$ cat config.mk
export PLATFORM = sky130hd
export DESIGN_NAME = irqc_top
export DESIGN_NICKNAME = d
export VERILOG_FILES = /design/src/rtl/irqc_pkg.sv /design/src/rtl/irqc_sync.sv /design/src/rtl/irqc_line.sv /design/src/rtl/irqc_arbiter.sv /design/src/rtl/irqc_top.sv
export SDC_FILE = /design/constraint.sdc
export NUM_CORES = 1
export LEC_CHECK = 0
export BUFFER_PORTS_ARGS = -buffer_cell sky130_fd_sc_hd__buf_2
export CAP_MARGIN = 20
export CORE_ASPECT_RATIO = 0.5
export CORE_MARGIN = 10
export CORE_UTILIZATION = 25
export CTS_BUF_LIST = sky130_fd_sc_hd__clkbuf_4
export DETAILED_ROUTE_END_ITERATION = 10
export PLACE_DENSITY = 0.42
export RECOVER_POWER = 25
export SKIP_CTS_REPAIR_TIMING = 1
export SLEW_MARGIN = 20
export SYNTH_ARGS = -nofsm -noshare
export SYNTH_HDL_FRONTEND = slang
export SYNTH_HIERARCHICAL = 1
export SYNTH_SLANG_ARGS = --single-unit
$ cat constraint.sdc
create_clock -name clk -period 6.3 [get_ports clk]
set_clock_uncertainty 0.1 [all_clocks]
set_input_delay 1.575 -clock clk [delete_from_list [all_inputs] [get_ports clk]]
set_output_delay 1.575 -clock clk [all_outputs]
set_load 0.03 [all_outputs]
$ cat src/rtl/irqc_pkg.sv
package irqc_pkg;

    typedef enum logic [1:0] {
        CMD_EOI    = 2'd0,
        CMD_MASK   = 2'd1,
        CMD_UNMASK = 2'd2,
        CMD_MODE   = 2'd3
    } irqc_cmd_e;

    typedef enum logic {
        MODE_LEVEL = 1'b0,
        MODE_EDGE  = 1'b1
    } irqc_mode_e;

    typedef enum logic {
        ST_IDLE    = 1'b0,
        ST_SERVICE = 1'b1
    } irqc_state_e;

endpackage

$ cat src/rtl/irqc_sync.sv
module irqc_sync #(
    parameter int WIDTH = 4
) (
    input  logic             clk,
    input  logic             rst_n,
    input  logic [WIDTH-1:0] async_i,
    output logic [WIDTH-1:0] sync_o
);
    logic [WIDTH-1:0] meta_q;
    logic [WIDTH-1:0] stable_q;

    always_ff @(posedge clk or negedge rst_n) begin
        if (!rst_n) begin
            meta_q   <= '0;
            stable_q <= '0;
        end else begin
            meta_q   <= async_i;
            stable_q <= meta_q;
        end
    end

    assign sync_o = stable_q;
endmodule

$ cat src/rtl/irqc_line.sv
module irqc_line
    import irqc_pkg::*;
#(
    parameter int CNT_W = 4
) (
    input  logic clk,
    input  logic rst_n,
    input  logic lvl_i,
    input  logic mask_cmd_i,
    input  logic unmask_cmd_i,
    input  logic mode_cmd_i,
    input  logic mode_val_i,
    input  logic grant_i,
    output logic req_o,
    output logic unmask_err_o
);
    localparam logic [CNT_W-1:0] CNT_MAX = {CNT_W{1'b1}};

    irqc_mode_e       mode_q;
    logic             lvl_d_q;
    logic             pend_q;
    logic [CNT_W-1:0] cnt_q;
    logic             rise;
    logic             enabled;

    assign rise    = lvl_i & ~lvl_d_q;
    assign enabled = (cnt_q == '0);

    always_ff @(posedge clk or negedge rst_n) begin
        if (!rst_n) begin
            mode_q  <= MODE_LEVEL;
            lvl_d_q <= 1'b0;
            pend_q  <= 1'b0;
            cnt_q   <= '0;
        end else begin
            lvl_d_q <= lvl_i;
            if (mode_cmd_i) begin
                mode_q <= irqc_mode_e'(mode_val_i);
            end
            if (mode_cmd_i) begin
                pend_q <= 1'b0;
            end else if (mode_q == MODE_EDGE && enabled && rise) begin
                pend_q <= 1'b1;
            end else if (grant_i) begin
                pend_q <= 1'b0;
            end
            if (mask_cmd_i && cnt_q != CNT_MAX) begin
                cnt_q <= cnt_q + 1'b1;
            end else if (unmask_cmd_i && cnt_q != '0) begin
                cnt_q <= cnt_q - 1'b1;
            end
        end
    end

    always_comb begin
        req_o = 1'b0;
        if (enabled) begin
            req_o = (mode_q == MODE_LEVEL) ? lvl_i : pend_q;
        end
    end

    assign unmask_err_o = unmask_cmd_i & (cnt_q == '0);

    AST_EDGE_NEEDS_RISE: assert property (@(posedge clk) disable iff (!rst_n)
        $rose(pend_q) |-> $past(rise && mode_q == MODE_EDGE));

    AST_MASK_NESTS: assert property (@(posedge clk) disable iff (!rst_n)
        (mask_cmd_i && cnt_q != CNT_MAX) |=> (cnt_q == $past(cnt_q) + 1'b1));

    AST_UNMASK_FLOOR: assert property (@(posedge clk) disable iff (!rst_n)
        (unmask_cmd_i && !mask_cmd_i && cnt_q == '0) |=> (cnt_q == '0));

    AST_MODE_DROPS_PEND: assert property (@(posedge clk) disable iff (!rst_n)
        mode_cmd_i |=> !pend_q);
endmodule

$ cat src/rtl/irqc_arbiter.sv
module irqc_arbiter #(
    parameter int NUM_LINES = 4,
    localparam int IDX_W = $clog2(NUM_LINES)
) (
    input  logic [NUM_LINES-1:0] req_i,
    output logic [NUM_LINES-1:0] onehot_o,
    output logic [IDX_W-1:0]     idx_o,
    output logic                 any_o
);
    always_comb begin
        onehot_o = '0;
        idx_o    = '0;
        for (int i = NUM_LINES - 1; i >= 0; i--) begin
            if (req_i[i]) begin
                onehot_o    = '0;
                onehot_o[i] = 1'b1;
                idx_o       = IDX_W'(i);
            end
        end
    end

    assign any_o = |req_i;
endmodule

$ cat src/rtl/irqc_top.sv
module irqc_top
    import irqc_pkg::*;
#(
    parameter int NUM_LINES     = 4,
    parameter int DEVS_PER_LINE = 2,
    parameter int CNT_W         = 4,
    localparam int IDX_W = $clog2(NUM_LINES),
    localparam int DEV_W = NUM_LINES * DEVS_PER_LINE
) (
    input  logic             clk,
    input  logic             rst_n,
    input  logic [DEV_W-1:0] dev_irq,
    input  logic             wr_en,
    input  logic [1:0]       wr_cmd,
    input  logic [IDX_W-1:0] wr_line,
    input  logic             wr_data,
    output logic             cpu_irq,
    output logic [IDX_W-1:0] svc_line,
    output logic             unmask_err
);
    logic [NUM_LINES-1:0] composite;
    logic [NUM_LINES-1:0] lvl_sync;
    logic [NUM_LINES-1:0] line_req;
    logic [NUM_LINES-1:0] arb_onehot;
    logic [NUM_LINES-1:0] grant_fire;
    logic [NUM_LINES-1:0] line_err;
    logic [NUM_LINES-1:0] sel;
    logic [IDX_W-1:0]     arb_idx;
    logic                 arb_any;
    logic                 eoi;
    logic                 err_q;
    irqc_cmd_e            cmd;
    irqc_state_e          state_q, state_d;
    logic [IDX_W-1:0]     svc_q, svc_d;

    genvar g;
    generate
        for (g = 0; g < NUM_LINES; g++) begin : g_or
            assign composite[g] = |dev_irq[g*DEVS_PER_LINE +: DEVS_PER_LINE];
            assign sel[g]       = wr_en && (wr_line == IDX_W'(g));
        end
    endgenerate

    irqc_sync #(.WIDTH(NUM_LINES)) u_sync (
        .clk     (clk),
        .rst_n   (rst_n),
        .async_i (composite),
        .sync_o  (lvl_sync)
    );

    assign cmd = irqc_cmd_e'(wr_cmd);
    assign eoi = wr_en && (cmd == CMD_EOI);

    generate
        for (g = 0; g < NUM_LINES; g++) begin : g_line
            irqc_line #(.CNT_W(CNT_W)) u_line (
                .clk          (clk),
                .rst_n        (rst_n),
                .lvl_i        (lvl_sync[g]),
                .mask_cmd_i   (sel[g] && cmd == CMD_MASK),
                .unmask_cmd_i (sel[g] && cmd == CMD_UNMASK),
                .mode_cmd_i   (sel[g] && cmd == CMD_MODE),
                .mode_val_i   (wr_data),
                .grant_i      (grant_fire[g]),
                .req_o        (line_req[g]),
                .unmask_err_o (line_err[g])
            );
        end
    endgenerate

    irqc_arbiter #(.NUM_LINES(NUM_LINES)) u_arb (
        .req_i    (line_req),
        .onehot_o (arb_onehot),
        .idx_o    (arb_idx),
        .any_o    (arb_any)
    );

    assign grant_fire = (state_q == ST_IDLE) ? arb_onehot : '0;

    // state register
    always_ff @(posedge clk or negedge rst_n) begin
        if (!rst_n) begin
            state_q <= ST_IDLE;
            svc_q   <= '0;
            err_q   <= 1'b0;
        end else begin
            state_q <= state_d;
            svc_q   <= svc_d;
            err_q   <= err_q | (|line_err);
        end
    end

    // next state
    always_comb begin
        state_d = state_q;
        svc_d   = svc_q;
        unique case (state_q)
            ST_IDLE: begin
                if (arb_any) begin
                    state_d = ST_SERVICE;
                    svc_d   = arb_idx;
                end
            end
            ST_SERVICE: begin
                if (eoi) begin
                    state_d = ST_IDLE;
                end
            end
            default: state_d = ST_IDLE;
        endcase
    end

    // outputs
    always_comb begin
        cpu_irq    = (state_q == ST_SERVICE);
        svc_line   = svc_q;
        unmask_err = err_q;
    end

    AST_GRANT_ON_REQ: assert property (@(posedge clk) disable iff (!rst_n)
        (state_q == ST_IDLE && arb_any) |=> cpu_irq);

    AST_EOI_DROPS: assert property (@(posedge clk) disable iff (!rst_n)
        (state_q == ST_SERVICE && eoi) |=> !cpu_irq);

    AST_HOLD_SERVICE: assert property (@(posedge clk) disable iff (!rst_n)
        (state_q == ST_SERVICE && !eoi) |=> (cpu_irq && $stable(svc_line)));

    AST_ONE_GRANT: assert property (@(posedge clk) disable iff (!rst_n)
        $onehot0(grant_fire));

    AST_ERR_STICKY: assert property (@(posedge clk) disable iff (!rst_n)
        unmask_err |=> unmask_err);
endmodule

==> metrics, run 1 <==
run status=complete, but fails checks; failing checks=max-capacitance violations, max-slew violations; WHS Endpoint=u_sync/sync_o[2]; CTS Buf Count=5; Hold Crit Class=flip-flop to flip-flop; Yosys top cell area share=0.457; Int Power=around 0.54 mW; Yosys warning count=6; multi-input logic area=1160 um2; initial antenna violation count=0; Worst Setup End Kind=flip-flop; Worst R2R End=svc_line[0]; GPL Wtd Cong=a little under 0.7; finished layout cell area=2450 um2; count leader, synth=dfrtp_1; critical-path maximum fanout=6; Filler cells=between 800 and 900; register area=roughly 1000 um2; total global-route track usage=0.0708; Worst IR Drop VDD=around 0.065 mV; DR WL met2=slightly below 2000 um; Worst Tran Pin Value=2200 ps; H-tree depth=2; CTS clock-pin slew for the worst setup and hold paths=around 110 ps; routed vias/inst=4.43; Post-layout nets=246; Post-synth top flop=dfrtp_1; largest net degree at the start of global routing=41; switching portion of total power=0.383; DR pass1 iterations=4; Final period util=0.583; top cells by area, synth=dfrtp_1 46%, mux2_2 8.2%, ha_1 4.6%; Final Slew Violations=about 40; Die W=about 150 um; CP bufs+invs=1; CTS Sinks=40; Post-Layout Cell Count=about 330; Slew HR=-0.466; Post-Synthesis Cells=around 190; top layer reached by signal wires=met4; sequential power share=0.501; slowest cell delay on critical path=370 ps; synth-to-layout area growth=12.1%; Arr. time, crit path=about 3800 ps; die height=around 86 um; first-pass GRT wire length=just under 8000 um; Top delay family on crit path=simple AND/OR/NAND/NOR gates; WL met1=2230 um; post-route setup TNS=0 ps; worst hold stages=0; Netlist cell types=34; Clock power frac=0.133; core area=between 8000 and 9000 um2; IO Port Bufs=19; R2R cell count=5; NetSw=about 0.33 mW; number of synthesized flops with an enable pin=0; Comb pwr share=0.366; metal3 WL=between 100 and 150 um; worst path required time=between 6000 and 7000 ps; layout cell share with drive strength beyond 1=0.255; die footprint=13100 um2; final setup vio count=0; Post-DP Area=2420 um2; vias in the first global route=~1500; Crit-path slowest cell=mux2_2; fraction of registers with async set/reset=1.00; area leader, netlist=dfrtp_1; Netlist Area Pre-Place=2190 um2; DR WL/cell=13.1 um; # IOs=20; initial DRC count=78; Post-synth top cells=40 x dfrtp_1, 17 x nor2_1, 16 x mux2_2; r2r setup slk=about 3800 ps; placed cell count=around 330; CTS tree=done; Lkg Pwr=just under 1 nW; GRT Residual Overflow=0; CP cell instances=buf_2, nand3b_1, nor3_1, nand2_1, ha_1, a21o_1, a21oi_1, mux2_2, o22ai_1; DRC viols=0; Crit Path Class=input pin to flip-flop; worst hold start=u_sync/meta_q[2]; fin util=0.285; DP Wirelength=roughly 3200 um; RSZ-0062 raised after global routing=no; # diodes=0; worst skew pair latency=around 330 ps; Root Driver=clkbuf_4; Pwr Density=354 nW/um2; Seq/Total Area, Yosys=0.457; Routed WL=between 4000 and 5000 um; ANT nets after route=0; clk buf depth=2; crit path launch type=input pin; Yosys reg bits=40; Final Hold Vio Count=0; Via Count=between 1000 and 1500; Reg2Reg Launch Point=g_line[0].u_line/cnt_q[0]; syn avg cell area=approximately 11 um2; post-route minimum period=3670 ps; Post-Syn Nets=221; initial core utilization=0.254; worst hold slack=~260 ps; Highest Clock Rate=between 0.2 and 0.3 GHz; Max Cap Violations=1; row count=24
placed cells by master, fill, tap and decap left out, types with 5 or more instances in the layout:
cell | synthesis | routed
ha_1 | 8 | 8
mux2_2 | 16 | 16
nor3_1 | 5 | 5
nor2_1 | 17 | 17
a21oi_1 | 10 | 10
buf_2 | 0 | 18
nand2b_1 | 7 | 7
clkbuf_4 | 0 | 5
dfrtp_1 | 40 | 40
nand2_1 | 6 | 6
inv_1 | 5 | 5
how the worst max path moves through the flow:
stage | startpoint | to | slack, ps | depth (start not counted)
after floorplan | wr_cmd[1] | g_line[0].u_line/cnt_q[3] | 2760 | 8
after CTS | wr_cmd[1] | g_line[0].u_line/cnt_q[3] | 2630 | 9
final | wr_cmd[1] | g_line[0].u_line/cnt_q[3] | 2630 | 9
after global routing | wr_cmd[1] | g_line[0].u_line/cnt_q[3] | 2430 | 9
after global placement | wr_cmd[1] | g_line[0].u_line/cnt_q[3] | 2430 | 9
after detailed placement | wr_cmd[1] | g_line[0].u_line/cnt_q[3] | 2270 | 9
flip-flops by register name, summed over array words and instances (netlist names), 2 cells and up:
signal and count:
g_line.u_line/cnt_q 16, u_sync/sync_o 4, svc_line 2, u_sync/meta_q 4
g_line.u_line/pend_q 4, g_line.u_line/mode_q 4, g_line.u_line/lvl_d_q 4
cells by family after synthesis:
| family | synth area share |
|---|---|
| AND/OR/NAND/NOR | 0.210 |
| flip-flops | 0.457 |
| AO/OA/AOI/OAI | 0.0959 |
| multiplexers | 0.111 |
| adder cells (fa/ha/maj) | 0.0822 |
| XOR/XNOR | 0.0320 |
| buffers and inverters | 0.0120 |
metal layers:
metal / vias up / track usage
met1: 715 / 0.0932
met5: - / 0
met2: 15 / 0.110
met4: 0 / 0.0261
met3: 5 / 0.0183
li1: 741 / -
power groups by stage:
stage / clock [mW] / sequential (mW) / combinational (mW)
2_1_floorplan: 0 / 0.439 / 0.239
3_3_place_gp: 0 / 0.441 / 0.316
3_5_place_dp: 0 / 0.443 / 0.324
4_1_cts: 0.124 / 0.438 / 0.325
5_1_grt: 0.136 / 0.451 / 0.374
6_report: 0.115 / 0.436 / 0.319
stage by stage:
stage / setup WS (ps) / power [mW]
2_1_floorplan: 2760 / 0.678
5_1_grt: 2430 / 0.961
6_report: 2630 / 0.870
3_5_place_dp: 2270 / 0.766
3_3_place_gp: 2430 / 0.758
4_1_cts: 2630 / 0.887
cell type report:
| cell class | count | area share |
|---|---|---|
| sequential | 40 | 0.408 |
| timing repair buffer | 19 | 0.0382 |
| tap | 117 | 0.0596 |
| clock buffer | 5 | 0.0153 |
| inverter | 5 | 0.00765 |
| multi-input combinational | 147 | 0.471 |
worst register-to-register path: stages, from the launching register on:
cell	delay [ps]
dfrtp_1	470
nor4_1	670
nor2b_1	450
or4_1	210
nor2b_2	170
mux2_1	330
(Power assumes the default switching activity.)
==> inputs of run 2 (changes only) <==
--- a/config.mk
+++ b/config.mk
@@ -12,7 +12,7 @@
 export CORE_UTILIZATION = 25
 export CTS_BUF_LIST = sky130_fd_sc_hd__clkbuf_4
 export DETAILED_ROUTE_END_ITERATION = 10
-export PLACE_DENSITY = 0.42
+export PLACE_DENSITY = 0.44
 export RECOVER_POWER = 25
 export SKIP_CTS_REPAIR_TIMING = 1
 export SLEW_MARGIN = 20
==> constraint.sdc (replaced) <==
create_clock -name clk -period 3.35 [get_ports clk]
set_clock_uncertainty 0.1 [all_clocks]
set_input_delay 0.8375 -clock clk [delete_from_list [all_inputs] [get_ports clk]]
set_output_delay 0.8375 -clock clk [all_outputs]
set_load 0.03 [all_outputs]
==> metrics, run 2 (synthesized netlist as in run 1, its figures left out) <==
run status=complete, but fails checks; failing checks=max-capacitance violations, max-slew violations; worst path required time=~3500 ps; DR WL/cell=around 13 um; CTS Sinks=40; clk buf depth=2; GPL Wtd Cong=0.781; final worst slack=around 560 ps; max reg flops=16; final setup vio count=0; Worst IR Drop VDD=0.146 mV; worst hold start=u_sync/meta_q[2]; Reg2Reg Launch Point=g_line[0].u_line/cnt_q[0]; Lkg Pwr=about 1.0 nW; DP Wirelength=approximately 3200 um; commonest non-fill, non-tap cells in the layout=40 x dfrtp_1, 18 x buf_2, 17 x nor2_1, 16 x mux2_2, 10 x a21oi_1; Die W=152 um; # diodes=0; Arr. time, crit path=a little under 3000 ps; DRC viols=0; Highest Clock Rate=roughly 0.36 GHz; initial core utilization=0.254; # IOs=20; Post-DP Area=2450 um2; DR pass1 iterations=3; Final period util=0.833; GRT Residual Overflow=0; placed cell count=331; Crit Path Class=input pin to flip-flop; CTS clock-pin slew for the worst setup and hold paths=approximately 130 ps; crit path launch type=input pin; Routed WL=4290 um; post-route minimum period=roughly 2800 ps; Final Slew Violations=between 40 and 50; launch point of the worst path=wr_cmd[1]; worst hold stages=0; post-route setup TNS=0 ps; R2R cell count=5; CTS tree=done; initial antenna violation count=0; layout cell share with drive strength beyond 1=0.275; Via Count=between 1000 and 1500; die footprint=13100 um2; Max Cap Violations=1; ANT nets after route=0; Post-layout nets=~250; RSZ-0062 raised after global routing=no; H-tree depth=2; core area=around 8600 um2; Worst Tran Pin Value=2170 ps; critical-path maximum fanout=6; Pwr Density=around 670 nW/um2; Hold Crit Class=flip-flop to flip-flop; IO Port Bufs=19; first-pass GRT wire length=7420 um; fin util=0.290; synth-to-layout area growth=14.2%; vias in the first global route=~1600; finished layout cell area=between 2000 and 3000 um2; row count=24; largest net degree at the start of global routing=41; Filler cells=887; Total Power=1.68 mW; routed vias/inst=approximately 4.4; worst hold slack=262 ps; Final Hold Vio Count=0; Worst Setup End Kind=flip-flop; Post-Layout Cell Count=339; CTS Buf Count=5; worst skew pair latency=roughly 350 ps; Root Driver=clkbuf_4; Slew HR=-0.448; initial DRC count=106; die height=~86 um; pre-CTS WS=~160 ps; total global-route track usage=0.0673; most common cell after layout, fill and taps aside=dfrtp_1; most flop-heavy register=g_line.u_line/cnt_q
==> run 2: cell types whose count changed in the layout (fill, tap and decap cells not counted) <==
| cell | change |
|---|---|
| nor4_1 | -1 |
| nor4_2 | +1 |
| clkinv_1 | +1 |
| clkinvlp_4 | +2 |
| buf_4 | +3 |
==> run 2: worst paths after layout <==
| path | endpoint | slack, ps |
|---|---|---|
| worst max-delay path | g_line[0].u_line/cnt_q[3] | 560 |
| worst min-delay path | u_sync/sync_o[2] | 260 |
| worst max register to register | svc_line[0] | 1040 |
| worst min register to register | u_sync/sync_o[2] | 260 |
| max in group asynchronous | g_line[3].u_line/pend_q | 900 |
| min in group asynchronous | g_line[1].u_line/cnt_q[0] | 1010 |
==> run 2: routing by layer <==
metal	GRT usage	routed length, um	part of all wire	vias up
met2	0.112	2000	0.47	11
met5	0	0	0	-
li1	-	-	-	752
met3	0.0188	98	0.023	2
met4	0.0209	40	0.0093	0
met1	0.0835	2160	0.50	721
==> run 2: report_power, final <==
group / switching, mW / internal [mW] / total [mW]
logic: 0.297 / 0.314 / 0.611
registers: 0.187 / 0.632 / 0.819
clock network: 0.170 / 0.0793 / 0.249
==> run 2: cell type report <==
class / count / area [um2] / area share
flip-flops and latches: 40 / 1000 / 0.400
multi-input cells: 147 / 1160 / 0.465
clock buffers: 5 / 37.5 / 0.0150
repair buffers: 22 / 116 / 0.0465
well taps: 117 / 146 / 0.0585
clock inverters: 3 / 18.8 / 0.00750
inverters: 5 / 18.8 / 0.00750
==> run 2: critical path, cell delays in order <==
cell and delay [ps]:
buf_2 120, nand3b_1 240, nor3_1 300, nand2_1 220
ha_1 330, a21o_1 180, a21oi_1 230, mux2_2 360
o22ai_1 150
